File: config.mk
export PLATFORM = sky130hd
export DESIGN_NAME = coinc_select
export DESIGN_NICKNAME = d
export VERILOG_FILES = /design/src/rtl/coinc_select.sv
export SDC_FILE = /design/constraint.sdc
export NUM_CORES = 1
export LEC_CHECK = 0
export CORE_MARGIN = 2
export CORE_UTILIZATION = 45
export DETAILED_ROUTE_END_ITERATION = 12
export PLACE_DENSITY = 0.67
export SYNTH_ARGS = -nofsm -noshare
export SYNTH_HDL_FRONTEND = slang
export SYNTH_SLANG_ARGS = --single-unit
File: constraint.sdc
create_clock -name clk -period 8.32 [get_ports clk]
set_clock_uncertainty 0.1 [all_clocks]
set_input_delay 1.248 -clock clk [delete_from_list [all_inputs] [get_ports clk]]
set_output_delay 1.248 -clock clk [all_outputs]
set_load 0.05 [all_outputs]
File: src/rtl/coinc_select.sv
module coinc_select #(
  parameter int N_SCAT = 19,
  parameter int CNT_W  = 12,
  parameter int TS_W   = 16,
  localparam int ADDR_W = $clog2(N_SCAT)
) (
  input  logic              clk,
  input  logic              rst_n,
  input  logic              abs_trig,
  input  logic [N_SCAT-1:0] scat_trig,
  input  logic [CNT_W-1:0]  drift_len,
  input  logic [CNT_W-1:0]  integ_len,
  output logic              accept,
  output logic              purge,
  output logic [ADDR_W-1:0] hit_addr,
  output logic [TS_W-1:0]   hit_stamp
);

  typedef enum logic [1:0] {S_IDLE, S_DRIFT, S_QUIET} st_t;

  st_t               st;
  logic              abs_q;
  logic [N_SCAT-1:0] scat_q;
  logic [CNT_W-1:0]  cnt;
  logic [1:0]        hits;
  logic [ADDR_W-1:0] cand_addr, enc;
  logic [TS_W-1:0]   ts, cand_stamp;

  logic [1:0] now_n;
  logic [2:0] hsum;
  logic       any_trig, drift_last, integ_last;

  assign now_n      = (scat_q == '0) ? 2'd0 : ($onehot(scat_q) ? 2'd1 : 2'd2);
  assign hsum       = {1'b0, hits} + {1'b0, now_n};
  assign any_trig   = abs_q | (|scat_q);
  assign drift_last = ({1'b0, cnt} + (CNT_W+1)'(1)) >= {1'b0, drift_len};
  assign integ_last = ({1'b0, cnt} + (CNT_W+1)'(1)) >= {1'b0, integ_len};

  always_comb begin
    enc = '0;
    for (int k = N_SCAT - 1; k >= 0; k--)
      if (scat_q[k]) enc = ADDR_W'(k);
  end

  always_ff @(posedge clk) begin
    if (!rst_n) begin
      st         <= S_IDLE;
      abs_q      <= 1'b0;
      scat_q     <= '0;
      cnt        <= '0;
      hits       <= '0;
      cand_addr  <= '0;
      cand_stamp <= '0;
      ts         <= '0;
      accept     <= 1'b0;
      purge      <= 1'b0;
      hit_addr   <= '0;
      hit_stamp  <= '0;
    end else begin
      abs_q  <= abs_trig;
      scat_q <= scat_trig;
      ts     <= ts + TS_W'(1);
      accept <= 1'b0;
      purge  <= 1'b0;
      case (st)
        S_IDLE: begin
          if (abs_q && now_n < 2'd2) begin
            st         <= S_DRIFT;
            cnt        <= '0;
            hits       <= now_n;
            cand_addr  <= enc;
            cand_stamp <= ts;
          end
        end
        S_DRIFT: begin
          if (hsum > 3'd1) begin
            st <= S_IDLE;
          end else begin
            hits <= hsum[1:0];
            if (now_n == 2'd1) cand_addr <= enc;
            if (drift_last) begin
              cnt <= '0;
              st  <= (hsum == 3'd1) ? S_QUIET : S_IDLE;
            end else begin
              cnt <= cnt + CNT_W'(1);
            end
          end
        end
        S_QUIET: begin
          if (any_trig) begin
            purge <= 1'b1;
            st    <= S_IDLE;
          end else if (integ_last) begin
            accept    <= 1'b1;
            hit_addr  <= cand_addr;
            hit_stamp <= cand_stamp;
            st        <= S_IDLE;
          end else begin
            cnt <= cnt + CNT_W'(1);
          end
        end
        default: st <= S_IDLE;
      endcase
    end
  end

  AST_NO_BOTH_PULSES: assert property (@(posedge clk) disable iff (!rst_n)
    !(accept && purge));
  AST_ACCEPT_ONE_CYCLE: assert property (@(posedge clk) disable iff (!rst_n)
    accept |=> !accept);
  AST_PURGE_HAS_CAUSE: assert property (@(posedge clk) disable iff (!rst_n)
    purge |-> $past(abs_q || (|scat_q)));
  AST_ACCEPT_QUIET_CLEAN: assert property (@(posedge clk) disable iff (!rst_n)
    accept |-> $past(!abs_q && scat_q == '0));
  AST_ACCEPT_FROM_QUIET: assert property (@(posedge clk) disable iff (!rst_n)
    accept |-> $past(st == S_QUIET));
  AST_QUIET_SINGLE_HIT: assert property (@(posedge clk) disable iff (!rst_n)
    st == S_QUIET |-> hits == 2'd1);
  AST_IDLE_HOLDS: assert property (@(posedge clk) disable iff (!rst_n)
    (st == S_IDLE && !abs_q) |=> st == S_IDLE);
  AST_ADDR_IN_RANGE: assert property (@(posedge clk) disable iff (!rst_n)
    accept |-> hit_addr < ADDR_W'(N_SCAT));

endmodule

==> results.tsv <==
metric	value	unit
critPathCaptureType	flop	
yosysMostFrequentCell	dfxtp_1	
ioPinCount	69	
drv_slew	0	
grt_remaining_overflow	0	
ys_ff_latch	96	
synth_cell_types	56	
hold_buffers	0	
synth_commonest_cells	96 x dfxtp_1, 64 x nand2_1, 57 x inv_1	
viasPerCell	5.19	
finalHoldViolCount	0	
die_x	110	um
ys_seq_area_share	37.8	%
firstDrtPassIters	4	
clkSinkCount	96	
antenna_found_initial	0	
cts_resized	0	
rsz0062_at_grt	no	
async_flop_share	0	%
die_area	12200	sq um
period_share	85.8	%
worst_slew_pin_slew	1.10	ns
route.detailed.drc	0	
cts_buffers	9	
critPathMaxStageDelay	0.54	ns
status	complete, no violations	
wirelength	10200	um
core-area	10900	sq um
critical-path-top-delay-family	adder cells	
leakagePower	2.47	nW
cap_viol_max_count	0	
synth_nets	675	
fillCellCount	1026	
synthesis.area	5090	sq um
grt_usage	18.4	%
drive_gt1_share	5.13	%
synth.area.top_cells	dfxtp_1 38%, ha_1 9.3%, fa_1 5.5%, nand2_1 4.7%, mux2i_1 4.5%	
ir_drop	0.130	mV
min_path_type	flop to flop	
insertion_delay	0.34	ns
path_class	flop to flop	
grt_first_pass_wirelength	17700	um
grt_pass1_vias	4005	
grt_max_degree	53	
start_util	46.5	%
critPathMaxFanout	12	
synth-edff-count	0	
postSynthCellCount	577	
synth_top_cell_by_area	dfxtp_1	
clockBufferDepth	2	
period_minus_slack	7.14	ns
finalSetupViolCount	0	
area_growth	22.3	%
fin_area	6220	sq um
diodes	0	
cp-start-kind	flop	
crit_chain	inv_1 > fa_1 > inv_1 > fa_1 > fa_1 > inv_1 > fa_1 > fa_1 > fa_1 > inv_1 > fa_1 > nor4_1 > nand2b_1 > nor2_1 > ha_1 > fa_1 > or2_2 > a21o_1 > a211oi_2 > nor2_1 > mux2_2	
cts_tree	built	
root_buffer	clkbuf_16	
worstPathRequired	8.45	ns
critical_path_buf_inv_count	4	
synth_flop_cell	dfxtp_1	
globalplace.congestion	0.823	
maxSlewHeadroom	26.6	%
path_clk_slew	0.06	ns
synth.avg_cell_area	8.81	sq um
final.setup.tns	0	ns
ant_nets	0	
rows	38	
yosysWarningCount	0	
slowest_stage	a211oi_2	
final_nets	736	
hold-worst-slack	0.350	ns
power.density	198	nW/um^2
post_dp_cell_area	5860	sq um
htreeDepth	3	
die_h	110	um
hpwl	7710	um
cp_common_cell	fa_1	
post_cts_buffers	0	
io_buffers	68	
fmax	140	MHz
synth.top_cell.area_share	37.8	%
crit_arrival	7.27	ns
vias	4063	
routedWlPerCell	13.1	um
drtIter0Drc	238	
state kept, by name, indices dropped and copies added (netlist names):
register,flops
cnt,12
cand_stamp,16
hit_stamp,16
ts,16
cand_addr,5
accept,1
purge,1
scat_q,19
hits,2
hit_addr,5
st,2
abs_q,1
path summary, 6_finish.rpt:
kind | from | endpoint | slack (ns) | cells after the start
hold reg to reg | hit_stamp[6] | hit_stamp[6] | 0.35 | 2
setup / recovery | scat_q[5] | cnt[0] | 1.18 | 21
hold / removal | hit_stamp[6] | hit_stamp[6] | 0.35 | 2
setup reg to reg | scat_q[5] | cnt[0] | 1.18 | 21
cells in the final DEF (no fill, tap or decap), types with 10 or more instances in the layout:
master / instances
clkdlybuf4s50_1: 68
nor2_1: 51
nand2_1: 64
ha_1: 38
mux2i_1: 23
xor2_1: 10
o21ai_0: 16
nand3_1: 25
fa_1: 14
and2_1: 22
inv_1: 57
dfxtp_1: 96
a21oi_1: 34
routing by layer:
metal / vias to the layer above / track usage, % / routed length (um)
li1: 2067 / - / -
met1: 1919 / 21.0 / 4360
met4: 0 / 5.45 / 133
met2: 65 / 34.4 / 5370
met3: 12 / 3.70 / 355
met5: - / 0 / 0
power by group:
part / total, W / internal, W / switching (W)
logic: 0.000270 / 0.000125 / 0.000145
clock network: 0.000478 / 0.000311 / 0.000167
registers: 0.000481 / 0.000470 / 0.0000106
area by class of cell:
cell class                      instances  area (sq um)  area share, %
Multi-Input combinational cell        403          2850           45.9
Sequential cell                        96          1920           30.9
Timing Repair Buffer                   70           696           11.2
Clock buffer                           12           256           4.12
Inverter                               58           218           3.50
Tap cell                              140           175           2.82
Clock inverter                          4          98.8           1.59
logic make-up after synthesis:
kind of cell,Yosys count,share of synthesized area (%)
simple gates,221,21.8
flops,96,37.8
compound gates,87,11.4
buf+inv,78,6.15
fa+ha+maj,52,14.9
mux,24,4.75
xor+xnor,19,3.27
through the flow:
stage	cells	util [%]	power (W)	setup slack [ns]
after floorplan	577	-	0.000696	2.02
after global placement	767	53.6	0.000747	1.48
after detailed placement	767	53.6	0.000762	1.17
after CTS	783	56.9	0.00124	1.12
after global routing	783	56.9	0.00129	0.685
final	783	56.9	0.00123	1.18
tightest hold or removal path, stage by stage, from the launching register on:
cell and delay (ns):
dfxtp_1 0.31, nand2_1 0.05, a21oi_1 0.05
No activity file was read; power rests on OpenSTA's default activity.
